[config.mk]
export PLATFORM = sky130hd
export DESIGN_NAME = seg_xlate
export DESIGN_NICKNAME = d
export VERILOG_FILES = /design/src/rtl/seg_xlate.sv
export SDC_FILE = /design/constraint.sdc
export NUM_CORES = 1
export LEC_CHECK = 0
export ABC_CLOCK_PERIOD_IN_PS = 4740
export BUFFER_PORTS_ARGS = -buffer_cell sky130_fd_sc_hd__buf_2
export CAP_MARGIN = 40
export CELL_PAD_IN_SITES_DETAIL_PLACEMENT = 1
export CELL_PAD_IN_SITES_GLOBAL_PLACEMENT = 2
export CORE_ASPECT_RATIO = 0.9
export CORE_UTILIZATION = 38
export DETAILED_ROUTE_END_ITERATION = 12
export PLACE_DENSITY = 0.79
export SLEW_MARGIN = 40
export SYNTH_ARGS = -nofsm -noshare
export SYNTH_HDL_FRONTEND = slang
export SYNTH_SLANG_ARGS = --single-unit
[constraint.sdc]
create_clock -name clk -period 4.74 [get_ports clk]
set_input_delay 0.237 -clock clk [delete_from_list [all_inputs] [get_ports clk]]
set_output_delay 0.237 -clock clk [all_outputs]
set_load 0.02 [all_outputs]
[src/rtl/seg_xlate.sv]
module seg_xlate #(
  parameter int NSEG   = 4,
  parameter int CS_IDX = 0,
  parameter int SS_IDX = 1,
  localparam int SW    = $clog2(NSEG)
) (
  input  logic          clk,
  input  logic          rst_n,
  input  logic          prot_en,
  input  logic          ld_valid,
  input  logic [SW-1:0] ld_sel,
  input  logic [15:0]   ld_value,
  input  logic [63:0]   ld_desc,
  output logic          ld_fault,
  input  logic          xl_valid,
  input  logic [SW-1:0] xl_sel,
  input  logic [31:0]   xl_offset,
  output logic          xl_ok,
  output logic          xl_fault,
  output logic [31:0]   xl_addr,
  output logic [15:0]   xl_selector,
  output logic [11:0]   xl_rights
);

  localparam logic [SW-1:0] CS_SEL = SW'(CS_IDX);
  localparam logic [SW-1:0] SS_SEL = SW'(SS_IDX);
  localparam logic [31:0]   RM_LIM = 32'h0000_FFFF;
  localparam logic [11:0]   RM_RTS = 12'h093;

  logic [NSEG-1:0][15:0] sel_q;
  logic [NSEG-1:0][31:0] base_q;
  logic [NSEG-1:0][31:0] lim_q;
  logic [NSEG-1:0][11:0] rts_q;

  wire [31:0] d_base = {ld_desc[63:56], ld_desc[39:32], ld_desc[31:16]};
  wire [19:0] d_lim  = {ld_desc[51:48], ld_desc[15:0]};
  wire        d_gran = ld_desc[55];
  wire        d_pres = ld_desc[47];
  wire        d_exec = ld_desc[43];
  wire [31:0] d_elim = d_gran ? {d_lim, 12'hFFF} : {12'h000, d_lim};

  wire bad = prot_en && (!d_pres ||
                         (ld_sel == CS_SEL && !d_exec) ||
                         (ld_sel == SS_SEL &&  d_exec));

  wire [31:0] n_base = prot_en ? d_base : {12'h000, ld_value, 4'h0};
  wire [31:0] n_lim  = prot_en ? d_elim : RM_LIM;
  wire [11:0] n_rts  = prot_en ? {ld_desc[55:52], ld_desc[47:40]} : RM_RTS;

  always_ff @(posedge clk) begin
    if (!rst_n) begin
      for (int i = 0; i < NSEG; i++) begin
        sel_q[i]  <= '0;
        base_q[i] <= '0;
        lim_q[i]  <= RM_LIM;
        rts_q[i]  <= RM_RTS;
      end
      ld_fault <= 1'b0;
    end else begin
      ld_fault <= ld_valid && bad;
      if (ld_valid && !bad) begin
        sel_q[ld_sel]  <= ld_value;
        base_q[ld_sel] <= n_base;
        lim_q[ld_sel]  <= n_lim;
        rts_q[ld_sel]  <= n_rts;
      end
    end
  end

  wire over = xl_offset > lim_q[xl_sel];

  always_ff @(posedge clk) begin
    if (!rst_n) begin
      xl_ok       <= 1'b0;
      xl_fault    <= 1'b0;
      xl_addr     <= '0;
      xl_selector <= '0;
      xl_rights   <= '0;
    end else begin
      xl_ok       <= xl_valid && !over;
      xl_fault    <= xl_valid && over;
      xl_addr     <= (xl_valid && !over) ? base_q[xl_sel] + xl_offset : '0;
      xl_selector <= xl_valid ? sel_q[xl_sel] : '0;
      xl_rights   <= xl_valid ? rts_q[xl_sel] : '0;
    end
  end

  a_r3_one_response: assert property (@(posedge clk) disable iff (!rst_n)
    xl_valid |=> (xl_ok != xl_fault));
  a_r3_idle_quiet: assert property (@(posedge clk) disable iff (!rst_n)
    !xl_valid |=> (!xl_ok && !xl_fault));
  a_r11_fault_no_addr: assert property (@(posedge clk) disable iff (!rst_n)
    xl_fault |-> (xl_addr == 32'h0));
  a_r12_fault_needs_load: assert property (@(posedge clk) disable iff (!rst_n)
    !ld_valid |=> !ld_fault);
  a_r7_absent_rejected: assert property (@(posedge clk) disable iff (!rst_n)
    (ld_valid && prot_en && !ld_desc[47]) |=> ld_fault);
  a_r8_cs_needs_exec: assert property (@(posedge clk) disable iff (!rst_n)
    (ld_valid && prot_en && ld_sel == CS_SEL && !ld_desc[43]) |=> ld_fault);
  a_r9_ss_rejects_exec: assert property (@(posedge clk) disable iff (!rst_n)
    (ld_valid && prot_en && ld_sel == SS_SEL && ld_desc[43]) |=> ld_fault);
  a_r7_reject_keeps_cache: assert property (@(posedge clk) disable iff (!rst_n)
    ld_fault |-> ($stable(base_q) && $stable(lim_q) && $stable(sel_q)));
  a_r10_idle_keeps_cache: assert property (@(posedge clk) disable iff (!rst_n)
    !ld_valid |=> ($stable(base_q) && $stable(lim_q) && $stable(rts_q) && $stable(sel_q)));

endmodule

-- Yosys cells after proc, flatten, opt, wreduce, memory -nomap -nowiden
Index checks and enable logic that the tools add are counted.
- register bits: 431
- latch bits: 0
- bits in writable memories: 0
- ROM bits: 0
- input bits: 121
- output and inout bits: 63
- word-level logic and storage cells: 67
- memories: 0
- $add $sub $neg: 1
- multiply operators: 0
- divide/modulo/power cells: 0
- $lt $le $gt $ge: 4
- equal/unequal tests: 1
- shift operators: 0
- mux-type cells: 22
- bitwise logic cells: 0
- reduce and logical (&&, ||, !) cells: 17
- operators with widths (cell ; count):
    $bwmux 128 ; 2
    $mux 32 ; 6
    $bmux 32 s2 ; 2
    $bwmux 64 ; 1
    $demux 32 s2 ; 1
    $bwmux 48 ; 1
    $mux 12 ; 3
    $add 32x32->32 ; 1
    $bmux 16 s2 ; 1
    $demux 16 s2 ; 1
    $gt 32x32->1 ; 1
    $mux 16 ; 2
    $bmux 12 s2 ; 1
    $demux 12 s2 ; 1
    $logic_and 1x1->1 ; 8
    $lt 2x3->1 const B ; 2
    $logic_not 1->1 ; 4
    $reduce_and 2->1 ; 2
    $eq 2x1->1 const B ; 1
    $ge 2x1->1 const B ; 1
    $logic_not 2->1 ; 1
    $logic_or 1x1->1 ; 2

-- Logic depth before layout (Yosys ltp)
- word-level depth: 7
- depth in mapped cells: 14
- depth with buffers taken out: 11

-- Least setup slack after synthesis
No wires, ideal clock.
- path type: input to register
- start: in xl_sel[0]
- end: reg xl_addr[24]
- library setup time: 0.128 ns
- arrival: 3.834 ns
- required time: 4.612 ns
- slack: 0.779 ns
- cell stages on the path: 13
- path buffers: 2
- path through: clkbuf_1 -> buf_1 -> mux4_2 -> ha_1 -> fa_1 -> a211oi_1 -> o21ai_0 -> a31oi_1 -> o41ai_2 -> a221oi_1 -> o21ai_0 -> xnor2_1 -> nor2_1
- cells in the longest elaborated chain, start to end: 6
- elaborated cells between the ends (all ways): 9
- those cells by class: add/sub (1); order compare (1); mux (4); reduce/logical (3)
- ends and longest elaborated chain (item ; line ; text):
    start: declaration ; 16 ; input logic [SW-1:0] xl_sel,
    $bmux 32 s2 ; 70 ; wire over = xl_offset > lim_q[xl_sel];
    $mux 32 (implied by the code) ; 70 ;
    $gt 32x32->1 ; 70 ;
    $logic_not 1->1 ; 82 ; xl_addr <= (xl_valid && !over) ? base_q[xl_sel] + xl_offset : '0;
    $logic_and 1x1->1 ; 82 ;
    $reduce_and 2->1 (no source line) ; - ;
    end signal: assignment ; 82 ;
    end: declaration ; 20 ; output logic [31:0] xl_addr,
Parallel ways exist; a longest one is shown, timed or not. The select of a mux whose other input is x is not followed.
A chain may end at the register's enable or synchronous reset.

-- Final worst setup path
- start: reg base_q[64] (netlist bit)
- end: reg xl_addr[24]
- cells in the longest elaborated chain, start to end: 3
- ends and longest elaborated chain (item ; line ; text):
    start: declaration ; 31 ; logic [NSEG-1:0][31:0] base_q;
    start signal: indexed assignment ; 63 ; base_q[ld_sel] <= n_base;
    $bmux 32 s2 ; 82 ;
    $mux 32 (implied by the code) ; 82 ;
    $add 32x32->32 ; 82 ;
Every way passes these cells. The select of a mux whose other input is x is not followed.

==> results.txt <==
Boundary Pins = 184
Outcome = completed
Hpwl dp = 45100 um
DR iter-0 viols = 1042
WP data required = 5.20 ns
Setup bufs post-CTS = 0
Prevailing post-synth register cell = dfxtp_1
Die width = 244 um
Fillcell total = 5892
Crit-path max FO = 3
Netlist cell types = 59
Final slew viol count = 0
R2r setup slk = 1.02 ns
WP data arrival = 4.19 ns
Max clock buf depth = 3
Metal2 WL = 31900 um
Fin area = 23500 um2
Leak = 10.0 nW
Type of origin of the critical path = register
Pin count of the biggest net entering global routing = 137
Routed wl met3 = 2560 um
Vias in the first global route = 17.4k
TritonCTS Buffers = 48
Final non-filler cell total = 2987
Post-Route WL = 67000 um
Hold Path Stages = 3
TritonCTS Sinks = 431
Area Overhead vs Synth = 17.8%
Worst Hold Path EP = lim_q[11]
Tot GR Track Use = 0.250
FFs w/ async S/R, synth = 0
#FFs+latches synth = 431
Max cap viols = 0
Pre-Repair DR Iteration Count = 5
FP Rows = 79
Placed Area = 21400 um2
Clock Latency Late Sink = 0.59 ns
PwrDens = 365 nW/um2
Initial antenna violation count = 1
Largest cells by area after synthesis = dfxtp_1 43%, mux4_2 10%, nand2_1 10%, a21boi_0 8.3%, ha_1 3.9%
Final hold violation count = 0
Via density = 5.51
First-pass GRT wire length = 103000 um
Cells after DPL = 2858
Worst vdd ir = 0.000254 V
Dominant cell type by area after synthesis = dfxtp_1
Worst Reg-to-Reg Cells = 11
Post-synth top cells = 530 x nand2_1, 431 x dfxtp_1, 220 x a21boi_0
Synth top area share = 0.432
Metal1 wirelength = 30500 um
Core ar. = 51800 um2
Final ANT Viol Nets = 0
CTS clk-pin slew, worst paths = 0.06 ns
Layout Nets = 2452
Setup Skew = 0.0164 ns
Residual DRC = 0
Cells after Synth = 2134
Post-route minimum period = 3.72 ns
Setup CP Type = register to register
Worst slew pin tran = 0.913 ns
Worst slew margin = 0.374
Syn_area_per_cell = 9.36 um2
CTS H-tree lvls = 2
GR Overflow Total = 0
Post-Syn Area = 20000 um2
RSZ-0062 raised after global routing = no
Die Ht = 219 um
Gpl congestion = 0.861
R2R Path End = xl_addr[24]
Yosys warnings = 0
FMAX = 268 MHz
I/O Buffers = 183
Most common cell in the synthesized netlist = nand2_1
FF-to-FF Start = base_q[64]
Post-Syn Nets = 2319
Mean routed wirelength per cell = 22.4 um
Initial cell density of the core = 0.385
Register area share after synthesis = 0.432
# resized after CTS = 0
Die ar. = 53500 um2
Hold Path Class = input pin to register
Hold Startpoint = ld_desc[11]
Number of synthesized flops with an enable pin = 0
Diode count = 0
TritonCTS clock tree = yes
Critical Path Sink Type = register
Share of the cycle needed by the critical path after routing = 0.786
Top Layer Used = met5
Setup TNS = 0 ns
Share of cells above drive strength 1 = 0.175
Routed via count = 16.5k
Root buffer cell = clkbuf_16
Setup violators final = 0
## kinds of logic (layout without fill, tap and decap cells)
group,count (synthesis),in the layout,share of synthesized area
XOR/XNOR,29,29,0.0127
buffers and inverters,218,383,0.0437
flip-flops,431,431,0.432
AO/OA/AOI/OAI,487,487,0.186
AND/OR/NAND/NOR,788,788,0.168
adder cells (fa/ha/maj),64,64,0.0405
multiplexers,117,117,0.116
## area by class of cell
cell class | count | area [um2] | area share
clock buffers | 64 | 1360 | 0.0580
clock inverters | 18 | 235 | 0.0100
inverters | 39 | 146 | 0.00623
multi-input cells | 1485 | 10500 | 0.447
flip-flops and latches | 431 | 8630 | 0.367
well taps | 688 | 861 | 0.0366
repair buffers | 262 | 1760 | 0.0749
## what timing repair did
action | 4_1_cts | 5_1_grt
hold endpoints to repair | 174 | 0
hold buffers | 47 | 0
setup endpoints to repair | 0 | 0
## registers in the layout, indices dropped and copies added, names as in the netlist, 12 cells and up
| signal | flops |
|---|---|
| base_q | 128 |
| lim_q | 128 |
| sel_q | 64 |
| rts_q | 48 |
| xl_addr | 32 |
| xl_selector | 16 |
| xl_rights | 12 |
## per-layer routing
| metal | GRT usage | up-vias |
|---|---|---|
| li1 | - | 7750 |
| met1 | 0.325 | 8276 |
| met2 | 0.425 | 336 |
| met3 | 0.0358 | 98 |
| met4 | 0.0888 | 2 |
| met5 | 0 | - |
## cells in the final DEF (no fill, tap or decap), types with 3 or more instances in the layout
cell type / count
dfxtp_1: 431
a21o_1: 20
nand3b_1: 5
clkbuf_8: 7
o211ai_1: 82
buf_12: 7
a21o_2: 4
a221oi_1: 5
clkbuf_1: 8
and2_1: 9
o31a_1: 4
ha_1: 63
nand4_1: 8
clkbuf_16: 50
a21boi_0: 220
buf_6: 3
a211oi_1: 3
nand2_1: 529
nand3_1: 102
and3_1: 13
o21ai_0: 22
and3_2: 3
bufinv_16: 5
nor2_1: 56
buf_2: 179
dlygate4sd3_1: 47
buf_4: 24
nor2b_1: 37
inv_1: 39
xnor2_1: 14
mux2i_1: 24
a21oi_1: 39
and4_1: 4
xor2_1: 15
o211a_1: 65
mux4_2: 92
clkinv_2: 9
nor3_1: 7
## how the worst max path moves through the flow
| stage | startpoint | slack, ns | cells past startpoint | endpoint |
|---|---|---|---|---|
| CTS | base_q[96] | 1.03 | 11 | xl_addr[24] |
| detailed placement | xl_sel[0] | 0.67 | 12 | xl_addr[24] |
| finish | base_q[64] | 1.02 | 11 | xl_addr[24] |
| global placement | xl_sel[0] | 0.76 | 12 | xl_addr[31] |
| global route | base_q[64] | 0.76 | 11 | xl_addr[24] |
| floorplan | xl_sel[0] | 0.78 | 13 | xl_addr[24] |
## report_power, final
part | internal [mW] | total [mW] | switching, mW | leakage [nW]
Combinational | 0.355 | 0.930 | 0.576 | 5.71
Clock | 2.28 | 3.86 | 1.58 | 0.786
Sequential | 3.73 | 3.78 | 0.0520 | 3.50
## critical path: stages (launching register included)
cell      delay [ns]
dfxtp_1         0.32
mux4_2          0.48
ha_1            0.24
fa_1            0.43
a211oi_1        0.33
o21ai_0         0.22
a31oi_1         0.40
o41ai_2         0.17
a221oi_1        0.54
o21ai_0         0.23
xnor2_1         0.19
nor2_1          0.05
## metrics by stage
step / power, mW / hold WS [ns] / utilization / setup slack, ns
global placement: 4.73 / 0.422 / 0.413 / 0.756
global route: 8.90 / 0.0461 / 0.454 / 0.760
detailed placement: 4.76 / 0.430 / 0.414 / 0.670
CTS: 8.66 / 0.0176 / 0.454 / 1.03
floorplan: 4.41 / 0.351 / - / 0.779
finish: 8.57 / 0.0443 / 0.454 / 1.02
No activity file was read; power rests on OpenSTA's default activity.
